## config.mk

```make
export PLATFORM = sky130hd
export DESIGN_NAME = microNanoSeq
export DESIGN_NICKNAME = d
export VERILOG_FILES = /design/src/rtl/mnsPkg.sv /design/src/rtl/mnsControl.sv /design/src/rtl/mnsNanoPath.sv /design/src/rtl/microNanoSeq.sv
export SDC_FILE = /design/constraint.sdc
export NUM_CORES = 1
export LEC_CHECK = 0
export BUFFER_PORTS_ARGS = -buffer_cell sky130_fd_sc_hd__buf_4
export CORE_MARGIN = 5
export CORE_UTILIZATION = 54
export DETAILED_ROUTE_END_ITERATION = 10
export PLACE_DENSITY = 0.86
export SLEW_MARGIN = 20
export SYNTH_ARGS = -nofsm -noshare
export SYNTH_HDL_FRONTEND = slang
export SYNTH_SLANG_ARGS = --single-unit
```

## constraint.sdc

```tcl
create_clock -name clk -period 3.3 [get_ports clk]
set_clock_uncertainty 0.2 [all_clocks]
set_input_delay 0.99 -clock clk [delete_from_list [all_inputs] [get_ports clk]]
set_output_delay 0.99 -clock clk [all_outputs]
set_load 0.01 [all_outputs]
```

## src/rtl/mnsPkg.sv

```systemverilog
package mnsPkg;
  parameter int UA_W     = 5;
  parameter int NA_W     = 4;
  parameter int NANO_W   = 12;
  parameter int NUM_REGS = 16;
  parameter int RSEL_W   = $clog2(NUM_REGS);
  parameter int COND_N   = 4;
  parameter int CSEL_W   = $clog2(COND_N);
  parameter int OPC_W    = 16;
  parameter int NUM_OPS  = 6;
  parameter int OP_LSB   = 12;
  parameter int MODE_LSB = 4;

  localparam logic [UA_W-1:0] RESET_VEC = UA_W'(0);
  localparam logic [UA_W-1:0] IRQ_VEC   = UA_W'(24);
  localparam logic [UA_W-1:0] TRAP_VEC  = UA_W'(26);

  typedef enum logic [1:0] {
    SEQ_NEXT = 2'b00,
    SEQ_COND = 2'b01,
    SEQ_OPJ  = 2'b10,
    SEQ_END  = 2'b11
  } seq_e;

  typedef struct packed {
    seq_e              seq;
    logic [CSEL_W-1:0] condSel;
    logic [UA_W-1:0]   target;
    logic [NA_W-1:0]   nanoPtr;
    logic [RSEL_W-1:0] regSel;
  } uword_t;

  typedef struct packed {
    logic [NA_W-1:0]   nanoPtr;
    logic [RSEL_W-1:0] regSel;
  } strobe_t;
endpackage

```

## src/rtl/mnsControl.sv

```systemverilog
module mnsControl
  import mnsPkg::*;
(
  input  logic              clk,
  input  logic              rstN,
  input  logic [OPC_W-1:0]  opcode,
  input  logic              opValid,
  output logic              opTake,
  input  logic              irqPending,
  output logic              irqAck,
  input  logic [COND_N-1:0] cond,
  output logic [UA_W-1:0]   microAddr,
  output strobe_t           strobe
);
  uword_t          uWordQ;
  logic [UA_W-1:0] nextAddr;
  logic [UA_W-1:0] opEntryQ;
  logic            latchOp;
  logic [1:0]      modeField;
  logic [3:0]      opField;
  logic            illegal;

  function automatic uword_t mk(seq_e s, int c, int t, int n, int r);
    uword_t w;
    w.seq     = s;
    w.condSel = CSEL_W'(c);
    w.target  = UA_W'(t);
    w.nanoPtr = NA_W'(n);
    w.regSel  = RSEL_W'(r);
    return w;
  endfunction

  // Microprogram: reset, EA routines (3..11), operations (12..23), irq, trap
  function automatic uword_t uRom(logic [UA_W-1:0] a);
    case (a)
      5'd0:    uRom = mk(SEQ_NEXT, 0, 0, 1, 0);
      5'd1:    uRom = mk(SEQ_NEXT, 0, 0, 2, 0);
      5'd2:    uRom = mk(SEQ_END,  0, 0, 0, 0);
      5'd3:    uRom = mk(SEQ_OPJ,  0, 0, 3, 0);
      5'd4:    uRom = mk(SEQ_NEXT, 0, 0, 4, 0);
      5'd5:    uRom = mk(SEQ_OPJ,  0, 0, 5, 1);
      5'd6:    uRom = mk(SEQ_NEXT, 0, 0, 4, 0);
      5'd7:    uRom = mk(SEQ_NEXT, 0, 0, 6, 0);
      5'd8:    uRom = mk(SEQ_OPJ,  0, 0, 5, 2);
      5'd9:    uRom = mk(SEQ_COND, 0, 11, 7, 0);
      5'd10:   uRom = mk(SEQ_OPJ,  0, 0, 3, 0);
      5'd11:   uRom = mk(SEQ_OPJ,  0, 0, 8, 3);
      5'd12:   uRom = mk(SEQ_END,  0, 0, 9, 0);
      5'd13:   uRom = mk(SEQ_NEXT, 0, 0, 10, 4);
      5'd14:   uRom = mk(SEQ_END,  0, 0, 9, 0);
      5'd15:   uRom = mk(SEQ_COND, 1, 17, 11, 0);
      5'd16:   uRom = mk(SEQ_END,  0, 0, 9, 0);
      5'd17:   uRom = mk(SEQ_END,  0, 0, 12, 5);
      5'd18:   uRom = mk(SEQ_END,  0, 0, 10, 6);
      5'd19:   uRom = mk(SEQ_NEXT, 0, 0, 13, 7);
      5'd20:   uRom = mk(SEQ_END,  0, 0, 9, 0);
      5'd21:   uRom = mk(SEQ_COND, 2, 23, 11, 0);
      5'd22:   uRom = mk(SEQ_NEXT, 0, 0, 14, 8);
      5'd23:   uRom = mk(SEQ_END,  0, 0, 9, 0);
      5'd24:   uRom = mk(SEQ_NEXT, 0, 0, 15, 15);
      5'd25:   uRom = mk(SEQ_END,  0, 0, 1, 0);
      5'd26:   uRom = mk(SEQ_NEXT, 0, 0, 15, 14);
      5'd27:   uRom = mk(SEQ_END,  0, 0, 2, 0);
      default: uRom = mk(SEQ_END,  0, 0, 0, 0);
    endcase
  endfunction

  function automatic logic [UA_W-1:0] eaEntry(logic [1:0] m);
    case (m)
      2'd0:    eaEntry = UA_W'(3);
      2'd1:    eaEntry = UA_W'(4);
      2'd2:    eaEntry = UA_W'(6);
      default: eaEntry = UA_W'(9);
    endcase
  endfunction

  function automatic logic [UA_W-1:0] opEntry(logic [3:0] o);
    case (o)
      4'd0:    opEntry = UA_W'(12);
      4'd1:    opEntry = UA_W'(13);
      4'd2:    opEntry = UA_W'(15);
      4'd3:    opEntry = UA_W'(18);
      4'd4:    opEntry = UA_W'(19);
      default: opEntry = UA_W'(21);
    endcase
  endfunction

  assign modeField = opcode[MODE_LSB +: 2];
  assign opField   = opcode[OP_LSB +: 4];
  assign illegal   = (int'(opField) >= NUM_OPS) || (|opcode[11:6]) || (|opcode[3:0]);

  always_comb begin
    nextAddr = microAddr + UA_W'(1);
    opTake   = 1'b0;
    irqAck   = 1'b0;
    latchOp  = 1'b0;
    case (uWordQ.seq)
      SEQ_NEXT: nextAddr = microAddr + UA_W'(1);
      SEQ_COND: if (cond[uWordQ.condSel]) nextAddr = uWordQ.target;
      SEQ_OPJ:  nextAddr = opEntryQ;
      SEQ_END: begin
        if (irqPending) begin
          irqAck   = 1'b1;
          nextAddr = IRQ_VEC;
        end else if (opValid) begin
          opTake = 1'b1;
          if (illegal) begin
            nextAddr = TRAP_VEC;
          end else begin
            nextAddr = eaEntry(modeField);
            latchOp  = 1'b1;
          end
        end else begin
          nextAddr = microAddr;
        end
      end
      default: nextAddr = microAddr;
    endcase
  end

  always_ff @(posedge clk or negedge rstN) begin
    if (!rstN) begin
      microAddr <= RESET_VEC;
      uWordQ    <= uRom(RESET_VEC);
      opEntryQ  <= '0;
    end else begin
      microAddr <= nextAddr;
      uWordQ    <= uRom(nextAddr);
      if (latchOp) opEntryQ <= opEntry(opField);
    end
  end

  assign strobe.nanoPtr = uWordQ.nanoPtr;
  assign strobe.regSel  = uWordQ.regSel;
endmodule

```

## src/rtl/mnsNanoPath.sv

```systemverilog
module mnsNanoPath
  import mnsPkg::*;
(
  input  logic                clk,
  input  logic                rstN,
  input  strobe_t             strobe,
  output logic [NANO_W-1:0]   nanoCtrl,
  output logic [NUM_REGS-1:0] regEn
);
  // bit0 regWrite, 1 aluAdd, 2 aluSub, 3 aluAnd, 4 aluOr, 5 memRead,
  // 6 memWrite, 7 addrInc, 8 pcLoad, 9 statusSave, 10 flagUpd, 11 busHold
  function automatic logic [NANO_W-1:0] nRom(logic [NA_W-1:0] p);
    case (p)
      4'd1:    nRom = NANO_W'(12'h100);
      4'd2:    nRom = NANO_W'(12'h080);
      4'd3:    nRom = NANO_W'(12'h800);
      4'd4:    nRom = NANO_W'(12'h0A0);
      4'd5:    nRom = NANO_W'(12'h021);
      4'd6:    nRom = NANO_W'(12'h002);
      4'd7:    nRom = NANO_W'(12'h400);
      4'd8:    nRom = NANO_W'(12'h003);
      4'd9:    nRom = NANO_W'(12'h180);
      4'd10:   nRom = NANO_W'(12'h005);
      4'd11:   nRom = NANO_W'(12'h402);
      4'd12:   nRom = NANO_W'(12'h009);
      4'd13:   nRom = NANO_W'(12'h011);
      4'd14:   nRom = NANO_W'(12'h041);
      4'd15:   nRom = NANO_W'(12'h241);
      default: nRom = '0;
    endcase
  endfunction

  logic [NANO_W-1:0]   nanoWord;
  logic [NUM_REGS-1:0] regDec;

  assign nanoWord = nRom(strobe.nanoPtr);

  for (genvar i = 0; i < NUM_REGS; i++) begin : g_regDec
    assign regDec[i] = nanoWord[0] && (strobe.regSel == RSEL_W'(i));
  end

  always_ff @(posedge clk or negedge rstN) begin
    if (!rstN) begin
      nanoCtrl <= '0;
      regEn    <= '0;
    end else begin
      nanoCtrl <= nanoWord;
      regEn    <= regDec;
    end
  end
endmodule

```

## src/rtl/microNanoSeq.sv

```systemverilog
module microNanoSeq
  import mnsPkg::*;
(
  input  logic                clk,
  input  logic                rstN,
  input  logic [OPC_W-1:0]    opcode,
  input  logic                opValid,
  output logic                opTake,
  input  logic                irqPending,
  output logic                irqAck,
  input  logic [COND_N-1:0]   cond,
  output logic [UA_W-1:0]     microAddr,
  output logic [NANO_W-1:0]   nanoCtrl,
  output logic [NUM_REGS-1:0] regEn
);
  strobe_t strobe;

  mnsControl u_ctrl (
    .clk(clk), .rstN(rstN), .opcode(opcode), .opValid(opValid),
    .opTake(opTake), .irqPending(irqPending), .irqAck(irqAck),
    .cond(cond), .microAddr(microAddr), .strobe(strobe)
  );

  mnsNanoPath u_nano (
    .clk(clk), .rstN(rstN), .strobe(strobe),
    .nanoCtrl(nanoCtrl), .regEn(regEn)
  );
endmodule

```

==> insert_results.sql <==
INSERT INTO impl_metrics (metric_group, metric, value, unit) VALUES
('placed_design', 'gp_congestion', '0.916', ''),
('global_route', 'grt-ovfl-total', '0', ''),
('synth', 'synthAdderAreaFrac', '0.0713', ''),
('synth', 'yosys.area.top_type_share', '0.472', ''),
('synth', 'synth_xor_area_frac', '0.0125', ''),
('floorplanning', 'fp.dieArea', '6740', 'sq um'),
('clock_tree', 'tritoncts_clock_tree', 'built', ''),
('clock_tree', 'cts.htree.levels', '2', ''),
('synth', 'syn-instance-count', '285', ''),
('synth', 'synth_top_family_by_area', 'simple AND/OR/NAND/NOR gates', ''),
('synth', 'synthesized_area_fraction_occupied_by_ao_oa_aoi_and_oai_cells', '0.160', ''),
('synth', 'ys_ff_latch', '54', ''),
('drt', 'via_count', '2391', ''),
('global_route', 'first_global_vias', '2275', ''),
('finish', 'fill_cells', '402', ''),
('clock_tree', 'clock_path_buffers', '2', ''),
('floorplanning', 'io_pins', '59', ''),
('min_path', 'hold_depth', '1', ''),
('drt', 'route.detailed.drc', '0', ''),
('clock_tree', 'cts_inserted_buffers', '5', ''),
('worst_setup_path', 'crit-reg2reg-launch', 'u_ctrl.uWordQ[15]', ''),
('synth', 'post_synth_mux_area_share', '0.0379', ''),
('clock_tree', 'cts_post_setup_buffers_inserted', '0', ''),
('clock_tree', 'postCtsHoldBufs', '0', ''),
('synth', 'synth_flop_cell', 'dfrtp_1', ''),
('placed_design', 'placement.io_buffers', '58', ''),
('synth', 'syn_area', '2810', 'sq um'),
('drt', 'finalWirelength', '6730', 'um'),
('power', 'power.density_cell_area', '945', 'nW/um^2'),
('worst_setup_path', 'slowest_stage', 'mux4_2', ''),
('placed_design', 'place_inst', '426', ''),
('finish', 'multiInputGateArea', '1340', 'sq um'),
('synth', 'syn-num-nets', '325', ''),
('drt', 'wire_per_inst', '15.5', 'um'),
('worst_setup_path', 'timing.critical_path.buf_inv', '2', ''),
('synth', 'netlist.top_cell.by_area', 'dfrtp_1', ''),
('power', 'worst_vdd_rail_ir_drop', '0.617', 'mV'),
('global_route', 'grt_start_max_net_pins', '55', ''),
('sta', 'period_share', '0.943', ''),
('synth', 'synth_area_per_cell', '9.86', 'sq um'),
('sta', 'maxClockFrequency', '321', 'MHz'),
('clock_tree', 'postCtsResizedCells', '0', ''),
('synth', 'synth_area_leaders', 'dfrtp_1, ha_1, nor2_1', ''),
('synth', 'synth_enable_flop_cells', '0', ''),
('drt', 'route.antenna.remaining_nets', '0', ''),
('drt', 'drt_first_pass_iters', '4', ''),
('placed_design', 'dpl.hpwl', '5250', 'um'),
('global_route', 'global_route_wire_length_before_repair', '10800', 'um'),
('min_path', 'min_from', 'u_ctrl.strobe[2]', ''),
('worst_setup_path', 'timing.critical_path.required', '3.29', 'ns'),
('floorplanning', 'die_h', '82.1', 'um'),
('worst_setup_path', 'cp_cell_sequence', 'buf_4 -> mux4_2 -> a21oi_1 -> a31oi_1 -> o2bb2a_2 -> buf_4 -> ha_1 -> o21ai_0 -> o31a_1 -> o22ai_1', ''),
('synth', 'async_flop_share', '1.00', ''),
('floorplanning', 'floorplan.initialDensity', '0.554', ''),
('worst_setup_path', 'path_class', 'input pin to flip-flop', ''),
('sta', 'grt_setup_unrepaired', 'no', ''),
('worst_setup_path', 'worst_r2r_path_cells', '9', ''),
('finish', 'fin_util', '0.700', ''),
('drt', 'drt_first_iter_violations', '292', ''),
('min_path', 'type_of_the_worst_min_delay_path', 'flip-flop to flip-flop', ''),
('clock_tree', 'clk_pin_slew_worst_paths', '0.09', 'ns'),
('drt', 'viasPerCell', '5.51', ''),
('worst_setup_path', 'regToRegEndpoint', 'u_ctrl.strobe[6]', ''),
('worst_setup_path', 'critPathMaxFanout', '7', ''),
('worst_setup_path', 'kind_of_end_point_of_the_critical_path', 'flip-flop', ''),
('run_status', 'result_of_the_run', 'finished, final reports clean', ''),
('finish', 'drive_gt1_frac', '0.288', ''),
('worst_setup_path', 'critical_path.top_delay_family', 'compound AO/OA/AOI/OAI gates', ''),
('min_path', 'whs_endpoint', 'u_nano.regEn[0]', ''),
('sta', 'setup-violations-final', '0', ''),
('synth', 'synth_simple_gate_area_share', '0.194', '');
-- layout by cell type, fill, tap and decap left out, types with 3 or more instances in the layout --
master / n
nand3b_1: 3
ha_1: 16
and2_1: 4
nand3_1: 8
nor2b_1: 5
o221ai_1: 4
o21ai_0: 11
nor3_1: 5
clkbuf_8: 6
nand2b_1: 6
buf_4: 80
inv_1: 19
mux2_2: 3
dfrtp_1: 53
a21oi_1: 17
mux2i_1: 5
nor2_1: 37
a31oi_1: 6
xnor2_1: 3
and3_1: 6
or2_2: 4
nand2_1: 20
o21ai_1: 4
-- through the flow --
step | power (W) | cell area [sq um] | TNS, ns | worst slack, ns
after floorplan | 0.00226 | 2810 | 0 | 0.0223
after global placement | 0.00289 | 3450 | -0.0701 | -0.0343
after detailed placement | 0.00296 | 3450 | -0.415 | -0.104
after CTS | 0.00334 | 3550 | 0 | 0.203
after global routing | 0.00362 | 3550 | 0 | 0.0835
final | 0.00336 | 3550 | 0 | 0.189
-- per-layer routing --
| layer | vias to the layer above | wire [um] | GRT usage |
|---|---|---|---|
| met3 | 7 | 357 | 0.0401 |
| met1 | 1174 | 2900 | 0.277 |
| met4 | 0 | 53 | 0.0415 |
| met2 | 63 | 3410 | 0.355 |
| met5 | - | 0 | 0 |
| li1 | 1147 | - | - |
-- synth_stat cells (3+ instances only) --
cell type  number
dfrtp_1        53
o21ai_0        11
o21ai_1         4
or2_2           4
a21oi_1        17
inv_1          19
nand2b_1        6
buf_2           5
nand3b_1        3
nand3_1         8
o221ai_1        4
and3_1          6
a31oi_1         6
mux2_2          3
nor3_1          5
xnor2_1         3
ha_1           16
nor2b_1         5
mux2i_1         5
and2_1          4
nand2_1        20
nor2_1         38
clkbuf_1        3
-- logic make-up (layout without fill, tap and decap cells) --
| group | count (synthesis) | after routing |
|---|---|---|
| AO/OA/AOI/OAI | 64 | 64 |
| XOR/XNOR | 4 | 4 |
| adder cells (fa/ha/maj) | 16 | 16 |
| buffers and inverters | 28 | 107 |
| flip-flops | 54 | 54 |
| multiplexers | 9 | 9 |
| AND/OR/NAND/NOR | 110 | 110 |
-- state kept, by name (all words and copies together), names as in the netlist --
register          cells
u_nano.regEn         16
u_nano.nanoCtrl      12
u_ctrl.strobe         8
u_ctrl.uWordQ         8
u_ctrl.microAddr      5
u_ctrl.opEntryQ       5
-- worst max-delay path by stage --
stage	start	to	slack (ns)	cells after the start
after floorplan	opcode[9]	u_ctrl.uWordQ[16]	0.02	10
after global placement	cond[3]	u_ctrl.uWordQ[16]	-0.03	10
after detailed placement	cond[3]	u_ctrl.uWordQ[16]	-0.10	10
after CTS	cond[3]	u_ctrl.strobe[6]	0.20	10
after global routing	cond[3]	u_ctrl.strobe[6]	0.08	10
final	cond[3]	u_ctrl.strobe[6]	0.19	10
-- layout make-up --
class                   instances  share of cell area
multi-input cells             203               0.377
clock buffers                   6              0.0233
repair buffers                 80               0.169
well taps                      70              0.0247
clock inverters                 2             0.00458
inverters                      19              0.0201
flip-flops and latches         54               0.381
-- where the power goes --
part / switching (W) / total [W] / leakage, nW / internal (W)
Combinational: 0.00109 / 0.00197 / 1.01 / 0.000884
Sequential: 0.000173 / 0.00100 / 0.719 / 0.000828
Clock: 0.000213 / 0.000386 / 0.0478 / 0.000173
Total: 0.00147 / 0.00336 / 1.78 / 0.00189
-- worst reg2reg max path: cells and delay by family, from the launching register on --
| kind | cells | cell delay, ns |
|---|---|---|
| flops | 1 | 0.65 |
| simple gates | 2 | 0.55 |
| buf+inv | 1 | 0.16 |
| compound gates | 5 | 0.97 |
| fa+ha+maj | 1 | 0.25 |
Note: power is estimated with default switching activity, not from simulation.
